$ cat src/rtl/hbw_pkg.sv
package hbw_pkg;
    localparam int HBW_AW          = 20;
    localparam int HBW_DW          = 64;
    localparam int HBW_BW          = HBW_DW / 8;
    localparam int HBW_IDW         = 4;
    localparam int HBW_DSTW        = 2;
    localparam int HBW_BURST_BYTES = 32;

    typedef struct packed {
        logic [HBW_AW-1:0]   addr;
        logic [HBW_DSTW-1:0] dst;
        logic [HBW_BW-1:0]   be;
        logic [HBW_DW-1:0]   data;
    } hbw_entry_t;

    typedef enum logic [1:0] {
        HBW_IDLE  = 2'd0,
        HBW_BURST = 2'd1,
        HBW_REL   = 2'd2
    } hbw_state_e;
endpackage

$ cat src/rtl/hbw_fifo.sv
module hbw_fifo
    import hbw_pkg::*;
#(
    parameter int DEPTH = 8
) (
    input  logic       clk,
    input  logic       rst_n,
    input  logic       push_i,
    input  hbw_entry_t push_entry_i,
    input  logic       pop_i,
    output logic       full_o,
    output logic       valid_o,
    output hbw_entry_t head_o
);
    localparam int PW = $clog2(DEPTH);

    typedef struct packed {
        logic [PW:0] wr;
        logic [PW:0] rd;
    } fifo_state_t;

    fifo_state_t q, d;
    hbw_entry_t  mem_q [DEPTH];
    logic        empty, do_push, do_pop;

    always_comb begin
        empty   = (q.wr == q.rd);
        full_o  = (q.wr[PW] != q.rd[PW]) && (q.wr[PW-1:0] == q.rd[PW-1:0]);
        valid_o = !empty;
        do_push = push_i && !full_o;
        do_pop  = pop_i && !empty;
        head_o  = mem_q[q.rd[PW-1:0]];
        d = q;
        if (do_push) d.wr = q.wr + 1'b1;
        if (do_pop)  d.rd = q.rd + 1'b1;
        if (!rst_n)  d = '0;
    end

    always_ff @(posedge clk) begin
        q <= d;
        if (do_push) mem_q[q.wr[PW-1:0]] <= push_entry_i;
    end

    // the controller never offers a beat into a full buffer
    a_r5_no_push_when_full: assert property (@(posedge clk) disable iff (!rst_n)
        push_i |-> !full_o);

    // popping an empty buffer leaves it empty
    a_r11_empty_pop_ignored: assert property (@(posedge clk) disable iff (!rst_n)
        (pop_i && !valid_o && !push_i) |=> !valid_o);
endmodule

$ cat src/rtl/hbw_ctrl.sv
module hbw_ctrl
    import hbw_pkg::*;
(
    input  logic                clk,
    input  logic                rst_n,
    input  logic [HBW_IDW-1:0]  cfg_id,
    input  logic                cfg_wide,
    input  logic                host_cs,
    input  logic [HBW_IDW-1:0]  host_id,
    input  logic                host_rd,
    input  logic                host_burst,
    input  logic [HBW_AW-1:0]   host_addr,
    input  logic [HBW_DSTW-1:0] host_dst,
    input  logic [HBW_DW-1:0]   host_data,
    input  logic [HBW_BW-1:0]   host_be,
    input  logic                buf_full_i,
    output logic                ack_n_o,
    output logic                ack_oe_o,
    output logic                push_o,
    output hbw_entry_t          push_entry_o
);
    localparam int BEATS_WIDE   = HBW_BURST_BYTES / HBW_BW;
    localparam int BEATS_NARROW = 2 * BEATS_WIDE;
    localparam int CW           = $clog2(BEATS_NARROW);
    localparam int HALF_DW      = HBW_DW / 2;
    localparam int HALF_BW      = HBW_BW / 2;

    typedef struct packed {
        hbw_state_e          st;
        logic [CW-1:0]       cnt;
        logic [HBW_AW-1:0]   addr;
        logic                wide;
        logic [HBW_DSTW-1:0] dst;
    } ctrl_state_t;

    ctrl_state_t       q, d;
    logic              start, beat_ok;
    logic [CW-1:0]     last_cnt;
    logic [HBW_AW-1:0] step;

    always_comb begin
        start    = host_cs && (host_id == cfg_id) && host_burst && !host_rd;
        beat_ok  = (q.st == HBW_BURST) && !buf_full_i;
        last_cnt = q.wide ? CW'(BEATS_WIDE - 1) : CW'(BEATS_NARROW - 1);
        step     = q.wide ? HBW_AW'(HBW_BW) : HBW_AW'(HALF_BW);

        ack_n_o  = !beat_ok;
        ack_oe_o = (q.st != HBW_IDLE);
        push_o   = beat_ok;

        push_entry_o.addr = q.addr;
        push_entry_o.dst  = q.dst;
        push_entry_o.data = q.wide ? host_data : {{HALF_DW{1'b0}}, host_data[HALF_DW-1:0]};
        push_entry_o.be   = q.wide ? host_be   : {{HALF_BW{1'b0}}, host_be[HALF_BW-1:0]};

        d = q;
        unique case (q.st)
            HBW_IDLE, HBW_REL: begin
                if (start) begin
                    d.st   = HBW_BURST;
                    d.cnt  = '0;
                    d.addr = host_addr;
                    d.wide = cfg_wide;
                    d.dst  = host_dst;
                end else begin
                    d.st = HBW_IDLE;
                end
            end
            HBW_BURST: begin
                if (beat_ok) begin
                    d.cnt  = q.cnt + 1'b1;
                    d.addr = q.addr + step;
                    if (q.cnt == last_cnt) d.st = HBW_REL;
                end
            end
            default: d.st = HBW_IDLE;
        endcase
        if (!rst_n) begin
            d    = '0;
            d.st = HBW_IDLE;
        end
    end

    always_ff @(posedge clk) begin
        q <= d;
    end

    // reset leaves the acknowledge undriven
    a_r1_reset_idle: assert property (@(posedge clk)
        !rst_n |=> (!ack_oe_o && ack_n_o));

    // without a claimed access the acknowledge never goes active
    a_r2_no_claim: assert property (@(posedge clk) disable iff (!rst_n)
        ((q.st != HBW_BURST) && !start) |=> ack_n_o);

    // an active acknowledge is always driven
    a_r4_ack_driven: assert property (@(posedge clk) disable iff (!rst_n)
        !ack_n_o |-> ack_oe_o);

    // one driven-high cycle after the last beat
    a_r7_release_high: assert property (@(posedge clk) disable iff (!rst_n)
        (beat_ok && (q.cnt == last_cnt)) |=> (ack_oe_o && ack_n_o));

    // release ends with the driver off when nothing new starts
    a_r7_release_off: assert property (@(posedge clk) disable iff (!rst_n)
        ((q.st == HBW_REL) && !start) |=> !ack_oe_o);

    // a restart during the release cycle is taken
    a_r8_back_to_back: assert property (@(posedge clk) disable iff (!rst_n)
        ((q.st == HBW_REL) && start) |=> (ack_oe_o && (q.st == HBW_BURST)));
endmodule

$ cat src/rtl/hbw_slave.sv
module hbw_slave
    import hbw_pkg::*;
#(
    parameter int FIFO_DEPTH = 8
) (
    input  logic                clk,
    input  logic                rst_n,
    input  logic [HBW_IDW-1:0]  cfg_id,
    input  logic                cfg_wide,
    input  logic                host_cs,
    input  logic [HBW_IDW-1:0]  host_id,
    input  logic                host_rd,
    input  logic                host_burst,
    input  logic [HBW_AW-1:0]   host_addr,
    input  logic [HBW_DSTW-1:0] host_dst,
    input  logic [HBW_DW-1:0]   host_data,
    input  logic [HBW_BW-1:0]   host_be,
    output logic                ack_n_o,
    output logic                ack_oe_o,
    output logic                buf_full_o,
    input  logic                pop_i,
    output logic                pop_valid_o,
    output logic [HBW_AW-1:0]   pop_addr_o,
    output logic [HBW_DSTW-1:0] pop_dst_o,
    output logic [HBW_BW-1:0]   pop_be_o,
    output logic [HBW_DW-1:0]   pop_data_o
);
    logic       push;
    hbw_entry_t push_entry, head;

    hbw_ctrl i_ctrl (
        .clk          (clk),
        .rst_n        (rst_n),
        .cfg_id       (cfg_id),
        .cfg_wide     (cfg_wide),
        .host_cs      (host_cs),
        .host_id      (host_id),
        .host_rd      (host_rd),
        .host_burst   (host_burst),
        .host_addr    (host_addr),
        .host_dst     (host_dst),
        .host_data    (host_data),
        .host_be      (host_be),
        .buf_full_i   (buf_full_o),
        .ack_n_o      (ack_n_o),
        .ack_oe_o     (ack_oe_o),
        .push_o       (push),
        .push_entry_o (push_entry)
    );

    hbw_fifo #(.DEPTH(FIFO_DEPTH)) i_fifo (
        .clk          (clk),
        .rst_n        (rst_n),
        .push_i       (push),
        .push_entry_i (push_entry),
        .pop_i        (pop_i),
        .full_o       (buf_full_o),
        .valid_o      (pop_valid_o),
        .head_o       (head)
    );

    assign pop_addr_o = head.addr;
    assign pop_dst_o  = head.dst;
    assign pop_be_o   = head.be;
    assign pop_data_o = head.data;
endmodule

$ cat config.mk
export PLATFORM = sky130hd
export DESIGN_NAME = hbw_slave
export DESIGN_NICKNAME = d
export VERILOG_FILES = /design/src/rtl/hbw_pkg.sv /design/src/rtl/hbw_fifo.sv /design/src/rtl/hbw_ctrl.sv /design/src/rtl/hbw_slave.sv
export SDC_FILE = /design/constraint.sdc
export NUM_CORES = 1
export LEC_CHECK = 0
export BUFFER_PORTS_ARGS = -buffer_cell sky130_fd_sc_hd__buf_2
export CAP_MARGIN = 5
export CORE_MARGIN = 2
export CORE_UTILIZATION = 60
export DETAILED_ROUTE_END_ITERATION = 10
export PLACE_DENSITY = 0.84
export SLEW_MARGIN = 20
export SYNTH_ARGS = -nofsm -noshare
export SYNTH_HDL_FRONTEND = slang
export SYNTH_SLANG_ARGS = --single-unit
export TNS_END_PERCENT = 5
$ cat constraint.sdc
create_clock -name clk -period 11.7 [get_ports clk]
set_input_delay 1.755 -clock clk [delete_from_list [all_inputs] [get_ports clk]]
set_output_delay 1.755 -clock clk [all_outputs]
set_load 0.01 [all_outputs]
## Word level (Yosys, flattened, before mapping)

Memories as Yosys holds them, arrays and structs flattened. A register that Yosys moved wholly into a read port is not among the register bits.
Cells that the tools add are included.

| cells by class | value |
|---|---|
| eq/ne operators | 10 |
| $add $sub $neg | 4 |
| reduce and logical (&&, ||, !) cells | 18 |
| multiplexer cells | 14 |

Operator list:

| cell | number |
|---|---|
| 64-bit 2-to-1 mux | 1 |
| 23-bit one-hot mux with 2 select lines | 1 |
| 26-bit 2-to-1 mux | 1 |
| 25-bit 2-to-1 mux | 1 |
| 20-bit adder | 1 |
| 3-bit 2-to-1 mux | 3 |
| 4-bit by 1-bit adder with 4-bit output (second input constant) | 2 |
| 4-bit equality test | 2 |
| 8-bit 2-to-1 mux | 1 |
| 1-bit logical AND | 7 |
| 3-bit equality test | 2 |
| 1-bit zero test | 4 |
| 4-bit 2-to-1 mux | 1 |
| 2-bit by 1-bit != test with 1-bit output (second input constant) | 2 |
| 2-bit one-hot mux with 2 select lines | 1 |
| 2-bit AND reduction | 2 |
| 2-bit nonzero test | 2 |
| 3-bit by 1-bit adder with 3-bit output (second input constant) | 1 |
| 1-bit 2-to-1 mux | 3 |
| 3-bit AND reduction | 1 |
| 2-bit by 1-bit equality test with 1-bit output (second input constant) | 1 |
| 2-bit equality test (second input constant) | 1 |
| 2-bit zero test | 1 |
| 2-bit 2-to-1 mux | 1 |
| 3 further kinds | 3 |

| word-level totals | value |
|---|---|
| flip-flop bits (word level) | 36 |
| memories | 1 |
| output and inout port bits | 98 |
| memory bits (writable) | 752 |
| word-level logic and storage cells | 54 |

Memories:

| memory | depth | width | rd ports | clocked after Yosys merged registers in | wr ports | line | RTL |
|---|---|---|---|---|---|---|---|
| i_fifo.mem_q | 8 | 94 | 1 | 1 | 1 | hbw_fifo.sv:23 | `hbw_entry_t mem_q [DEPTH];` |

## Logic depth before layout (Yosys ltp)

Gate-level depths: netlist of run 1.

| depth | value |
|---|---|
| depth after elaboration | 7 |
| depth in mapped cells | 9 |
| mapped depth without buffers | 8 |

## Hierarchy

Synthesis of run 1 repeated with hierarchy kept, for this count alone.

| unflattened totals | value |
|---|---|
| cell total of the unflattened synthesis | 1,463 |
| area, all modules | 31,230.0 µm² |

By module, submodules not included:

| module | seq. area each (µm²) | times used | cells each | area each (µm²) |
|---|---|---|---|---|
| hbw_fifo | 22,801.9 | 1 | 1,171 | 28,949.0 |
| hbw_ctrl | 560.5 | 1 | 292 | 2,280.9 |

## Worst setup path before layout of run 1

OpenSTA, ideal clock, no wires.

| timing path | value |
|---|---|
| kind | reg-to-reg |
| start point | register i_ctrl.q[26] (netlist name) |
| end point | memory i_fifo.mem_q[0][0] (netlist name), enable pin |
| path slack | 3,307 ps |
| cell stages (with the launch flop) | 7 |
| clock period less this slack | 8,393 ps |
| arrival | 7,732 ps |
| buffers on the path | 2 |
| cells stage by stage | dfxtp_1 > nor2b_1 > clkbuf_1 > o41a_1 > buf_6 > or2b_1 > nor3_1 |

| on the way | value |
|---|---|
| longest elaborated chain between the ends | 5 |

Ends and longest elaborated chain:

| what | line | RTL |
|---|---|---|
| start, declared | hbw_ctrl.sv:36 | `ctrl_state_t q, d;` |
| start signal, assigned | hbw_ctrl.sv:85 | `q <= d;` |
| 2-bit by 1-bit equality test with 1-bit output | hbw_ctrl.sv:43 | `beat_ok = (q.st == HBW_BURST) && !buf_full_i;` |
| 1-bit logical AND | hbw_ctrl.sv:43 |  |
| 1-bit logical AND | hbw_fifo.sv:30 | `do_push = push_i && !full_o;` |
| 1-bit 2-to-1 mux | hbw_fifo.sv:41 | `if (do_push) mem_q[q.wr[PW-1:0]] <= push_entry_i;` |
| 1-bit 2-to-1 mux (implied by the code) | hbw_fifo.sv:41 |  |
| end, declared | hbw_fifo.sv:23 |  |

Every way passes these cells.

==> reports/qor.txt, run 1 <==
Hold WC Path Type - register to register
Status - complete, no violations
Kind of cell adding the most delay to the critical path - buffers and inverters
GPL Wtd Cong - 0.868
Post-CTS Setup Bufs - 0
Max IR drop VDD - 0.106 mV
IO Port Bufs - 206
EDFF count, synth - 752
Critical path cell sequence - buf_4 -> buf_4 -> mux4_2 -> mux2_2 -> buf_2
Syn avg cell area - 22.0 sq um
Core area - 50200 sq um
Startpoint Class - register
Register area share after synthesis - 0.766
Layout Skew - 15.7 ps
Top FF cell, synth - edfxtp_1
DRC - 0
WS Path Type - register to output pin
Clock sink total - 791
RSZ-0062 raised after global routing - no
Required time worst endpoint - 9950 ps
Initial drt markers - 1387
Pwr Density - 158 nW/um^2
Hold_sp - i_fifo.q[7]
Synth Warn # - 0
Rel. slew slack - 0.269
Cell accounting for the most synthesized area - edfxtp_1
Syn nets - 1501
Clock slew seen by the registers of the worst setup and hold paths - 60 ps
Worst EP arrival - 4260 ps
Die height - 230 um
DR vias - 14700
Layout Nets - 1738
Fmax - 166 MHz
Clk Latency, worst-skew pair - 600 ps
Setup violators final - 0
Post-DR wirelength/cell - 26.3 um
H-tree levels - 3
CTS Buf Count - 75
Asr flop ratio synth - 0
Post-route setup TNS - 0 ps
Site row count - 82
Largest net degree at the start of global routing - 71
Buf/Inv on CP - 3
Top-count cell post-synth - edfxtp_1
Post-synthesis cell count - 1386
Slowest stage cell on the critical path - buf_4
Yosys cell types - 54
Maxcap violations - 0
Cell area after synthesis - 30500 sq um
CP most frequent cell - buf_4
Fillcell total - 2924
GRT Residual Overflow - 0
Synth area leaders - edfxtp_1 (74%), mux4_2 (14%), mux2_2 (3.5%)
Vias in the first global route - 15300
Critical path's largest stage delay - 880 ps
CTS Root Cell - clkbuf_16
Worst setup EP type - output pin
Top cells by count, synth - edfxtp_1 (752), mux4_2 (188), mux2_2 (94)
Yosys reg bits - 791
Final non-filler cell total - 2352
Antenna-violating nets left - 0
Area Overhead vs Synth - 13.6%
Tcrit/Tclk final - 0.514
Die Wd - 230 um
Final HPWL DP - 32800 um
Slew at the pin with the worst max-slew slack - 1100 ps
Crit Path Max Fanout - 70
Initial antenna violation count - 1
Share of the synthesized area in the top cell type - 0.740
Cell leakage power - 11.4 nW
DR vias/cell - 6.27
Drt pass-1 iters - 5
Clock period minus worst slack - 6020 ps
WL final - 61800 um
First-pass GRT wire length - 93300 um
Number of placed cells counting well taps - 2218
Hold Vio Cnt, Final - 0
Final worst slack - 5680 ps
Fraction of final layout cells sized beyond drive strength 1 - 0.372
CTS tree - done
Initial Utilization - 0.608
Die footprint - 52700 sq um
Place WS - 6270 ps
Max-slew violations - 0
CTS Hold Bufs - 0
FF-to-FF Start - i_fifo.q[6]
CTS Buffer Depth - 3
Post-cts sizing count - 0
GRT Total Usage - 0.239
I/O Pins - 207
==> cells by family after synthesis <==
logic type                 Yosys count  synth area share
buffers and inverters               76            0.0109
xor gates and xnor gates            22           0.00631
adders and majority gates            6           0.00271
and+or+nand+nor                    136            0.0237
AOI/OAI and AO/OA                   66            0.0150
DFF                                791             0.766
muxes                              289             0.176
==> path summary, 6_finish.rpt <==
| kind | endpoint | slack [ps] | cells past startpoint |
|---|---|---|---|
| setup / recovery | pop_addr_o[8] | 5680 | 5 |
| hold / removal | i_fifo.q[7] | 500 | 2 |
| setup reg to reg | i_fifo.mem_q[6][37] | 7500 | 6 |
| hold reg to reg | i_fifo.q[7] | 500 | 2 |
==> layer usage <==
| layer | up-vias | share of wire | routed length (um) | global-route usage |
|---|---|---|---|---|
| met1 | 7766 | 0.40 | 24500 | 0.328 |
| met3 | 96 | 0.077 | 4730 | 0.0432 |
| met5 | - | 0.00013 | 8 | 0 |
| met2 | 629 | 0.50 | 31200 | 0.398 |
| met4 | 2 | 0.022 | 1330 | 0.0722 |
| li1 | 6252 | - | - | - |
==> flip-flops by register name (all words and copies together) (netlist names), named ones only <==
| register | flops |
|---|---|
| i_ctrl.push_entry_o | 22 |
| i_ctrl.q | 6 |
| i_fifo.mem_q | 752 |
| i_fifo.q | 8 |
==> layout by cell type (no fill, tap or decap), drive strengths merged, types with 3 or more instances in the layout <==
cell and n:
a21o 4, a21oi 20, a221oi 8, a31oi 4, and2 38, and3 4, and4 3, buf 230
bufinv 6, clkbuf 92, clkinv 28, clkinvlp 4, dfxtp 39, edfxtp 752, ha 5, inv 9
mux2 94, mux2i 7, mux4 188, nand2 16, nand2b 3, nand3 10, nand4 7, nor2 36
nor3 7, nor4 3, o211ai 3, o21ai 10, o32ai 3, or3 3, xnor2 12, xor2 10
==> area by class of cell <==
type                            count  area, sq um  share of cell area
Clock inverter                     41          353              0.0102
Sequential cell                   791        23400               0.674
Multi-Input combinational cell    519         6880               0.198
Antenna cell                        1         2.50           0.0000722
Clock buffer                       92         1980              0.0572
Timing Repair Buffer              230         1220              0.0352
Tap cell                          672          841              0.0242
Inverter                            6         22.5            0.000649
==> power by group <==
| group | switching, mW | internal [mW] |
|---|---|---|
| logic | 0.0449 | 0.0378 |
| registers | 0.00479 | 3.07 |
| clock network | 0.983 | 1.34 |
==> through the flow <==
stage          utilization  power, mW  hold slack (ps)  instance area [sq um]
2_1_floorplan            -       3.18              457                  30500
3_3_place_gp         0.644       3.22              478                  32300
3_5_place_dp         0.644       3.22              493                  32300
4_1_cts              0.691       5.53              507                  34700
5_1_grt              0.691       5.63              520                  34700
6_report             0.691       5.48              502                  34700
==> tightest hold or removal path, cell delays in order, from the launching register on <==
cell      delay (ps)
dfxtp_1          340
nand2_1           60
o21bai_1          50
(Power assumes the default switching activity.)
==> inputs of run 2 (changes only) <==
ABC_AREA = 1   (was not set)
clock period = 5.7 ns   (was 11.7 ns; I/O delays follow)
==> reports/qor.txt, run 2 <==
R2R setup slack - 2730 ps (-4770 ps)
Crit Path Max Fanout - 72 (+2.9%)
Combinational family with the most area after synthesis - simple AND/OR/NAND/NOR gates
Startpoint Class - register
Required time worst endpoint - 4850 ps (-5100 ps)
Internal power - 9.64 mW (+120%)
Initial drt markers - 2273 (+64%)
Initial Utilization - 0.604 (-0.00409)
Yosys cell types - 42 (-22%)
Die footprint - 54400 sq um (+3.4%)
Maxcap violations - 0 (unchanged)
Hold Crit Depth - 3 (+1)
Cell leakage power - 12.7 nW (+11%)
I/O Pins - 207 (unchanged)
Clock sink total - 791 (unchanged)
Clk Latency, worst-skew pair - 620 ps (+20 ps)
Area Overhead vs Synth - 12.4%
IO Port Bufs - 206 (unchanged)
Worst r2r path cells - 7 (+1)
GRT Residual Overflow - 0 (unchanged)
Post-synthesis cell count - 2566 (+85%)
Initial antenna violation count - 9 (+8)
Synth area leaders - edfxtp_1 (72%), nor2_1 (8.3%), o21ai_0 (6.2%)
Top FF cell, synth - edfxtp_1
Syn avg cell area - 12.3 sq um (-44%)
CTS Buf Count - 76 (+1.3%)
Largest register FFs - 752 (unchanged)
Syn nets - 2681 (+79%)
RSZ-0062 raised after global routing - no
Post-DR wirelength/cell - 20.7 um (-21%)
Fraction of final layout cells sized beyond drive strength 1 - 0.138 (-0.234)
Post-Synth Adder-Cell Area - 0.00262 (-0.0000894)
Commonest non-fill, non-tap cells in the layout - edfxtp_1 (752), nor2_1 (691), o21ai_0 (392)
CTS Root Cell - clkbuf_16
Drt pass-1 iters - 5 (unchanged)
CTS tree - done
GRT Total Usage - 0.261 (+0.0222)
First-pass GRT wire length - 109000 um (+17%)
DRC - 0 (unchanged)
Tcrit/Tclk final - 0.771
Status - complete, no violations
Largest net degree at the start of global routing - 205 (+190%)
EDFF count, synth - 752 (unchanged)
Core area - 52200 sq um (+4.1%)
Multiplexer area fraction after synthesis - 0 (-0.176)
Worst EP arrival - 3540 ps (-720 ps)
Hold Vio Cnt, Final - 0 (unchanged)
Layout Skew - 26.3 ps (+10.6 ps)
Asr flop ratio synth - 0 (unchanged)
Top-count cell post-synth - edfxtp_1
Post-route cell area - 35500 sq um (+2.3%)
Clock period minus worst slack - 4390 ps
Final HPWL DP - 36600 um (+12%)
Synth Warn # - 0 (unchanged)
Die Wd - 233 um (+1.7%)
Sequential Power Share - 0.505 (-0.057)
Cell accounting for the most synthesized area - edfxtp_1
Share of the synthesized area in the top cell type - 0.716 (-0.0244)
FF-to-FF Start - i_ctrl.q[26]
Simple-gate share of the synthesized area - 0.111 (+0.0870)
Yosys reg bits - 791 (unchanged)
WL final - 71900 um (+16%)
Cell area after synthesis - 31600 sq um (+3.4%)
Rel. slew slack - 0.261 (-0.00825)
Xor-xnor portion of the synthesized cell area - 0.00218 (-0.00413)
Worst setup path endpoint - pop_data_o[16]
Comb power frac - 0.095 (+0.080)
Site row count - 84 (+2.4%)
WS Path Type - register to output pin
Post-route setup TNS - 0 ps (unchanged)
DR vias - 20900 (+42%)
Net Sw Power - 2.95 mW (+190%)
CTS Buffer Depth - 3 (unchanged)
Register area share after synthesis - 0.740 (-0.0253)
Post-cts sizing count - 0 (unchanged)
Post-CTS Setup Bufs - 0 (unchanged)
H-tree levels - 3 (unchanged)
Clock slew seen by the registers of the worst setup and hold paths - 60 ps (about the same)
DR vias/cell - 6.03 (-3.8%)
Top cells by count, synth - edfxtp_1 (752), nor2_1 (698), o21ai_0 (392)
Switch share - 0.234 (+0.0460)
Slew at the pin with the worst max-slew slack - 1110 ps (+12.4 ps)
Vias in the first global route - 20300 (+32%)
Crit Reg-Reg Endpoint - i_fifo.mem_q[6][46]
Hold WC Path Type - input pin to register
Antenna-violating nets left - 0 (unchanged)
Pwr Density - 355 nW/um^2 (+120%)
Post-DP Area - 33000 sq um (+2.0%)
Die height - 233 um (+1.7%)
Clk pwr share - 0.400 (-0.023)
Most common cell after layout, fill and taps aside - edfxtp_1
Setup violators final - 0 (unchanged)
Layout Nets - 2836 (+63%)
Max IR drop VDD - 0.260 mV (+140%)
Max-slew violations - 0 (unchanged)
Post-synthesis compound-gate area fraction - 0.108 (+0.0930)
Fmax - 228 MHz
Worst setup EP type - output pin
CTS Hold Bufs - 0 (unchanged)
GPL Wtd Cong - 0.800 (-7.9%)
## run 2: changes by cell type after synthesis, moves of 18 or more
cell      delta
o22ai_1     +94
mux2_2      -94
a31oi_1     +90
nand2_1    +127
clkbuf_1    +43
and2_1      -38
buf_2       +18
nor2_1     +662
o21ai_0    +384
inv_1       +72
mux4_2     -188
## run 2: critical path: stages, from the launching register on
cell	delay [ps]
dfxtp_4	640
buf_4	630
buf_4	680
o21ai_0	210
o22ai_1	210
nor2_1	60
a31oi_1	240
buf_2	170
## run 2: stage by stage
stage	cells	hold slack, ps	power [mW]	utilization	setup WS (ps)
2_1_floorplan	2566	452	7.27	-	228
3_3_place_gp	3331	461	7.61	0.631	2010
3_5_place_dp	3331	472	7.66	0.631	1970
4_1_cts	3470	452	12.6	0.679	1300
5_1_grt	3472	481	13.0	0.679	1070
6_report	3474	476	12.6	0.679	1310
## run 2: routing by layer
| layer | share of wire | vias to the layer above | global-route usage |
|---|---|---|---|
| met5 | 0.00082 | - | 0 |
| met4 | 0.024 | 10 | 0.0999 |
| met3 | 0.087 | 140 | 0.0413 |
| met2 | 0.49 | 1081 | 0.426 |
| met1 | 0.39 | 10200 | 0.357 |
| li1 | - | 9498 | - |
## run 2: cell type report
class	count	area, sq um
sequential	791	23400
fill	3335	16800
multi-input combinational	1531	7120
clock buffer	91	2010
timing repair buffer	236	1290
tap	688	861
clock inverter	48	482
inverter	85	339
antenna	4	10.0
## run 2: worst min path at each step
stage,startpoint,to,slack (ps)
finish,host_addr[3],i_ctrl.push_entry_o[77],480
detailed placement,i_ctrl.q[2],i_ctrl.q[2],470
CTS,host_addr[3],i_ctrl.push_entry_o[77],450
floorplan,i_ctrl.q[23],i_ctrl.q[23],450
global route,host_addr[3],i_ctrl.push_entry_o[77],480
global placement,i_ctrl.q[25],i_ctrl.q[25],460
## run 2: kinds of logic (layout without fill, tap and decap cells)
logic type	after synthesis	after routing
other cells	0	4
compound gates	627	627
flops	791	791
simple gates	891	891
buf+inv	244	460
xor+xnor	7	7
fa+ha+maj	6	6
## run 2: power by group through the flow
stage | registers (mW) | logic, mW | clock network [mW]
floorplan | 6.45 | 0.820 | 0
global route | 6.36 | 1.31 | 5.28
detailed placement | 6.48 | 1.18 | 0
global placement | 6.48 | 1.13 | 0
finish | 6.36 | 1.20 | 5.04
CTS | 6.36 | 1.19 | 5.07
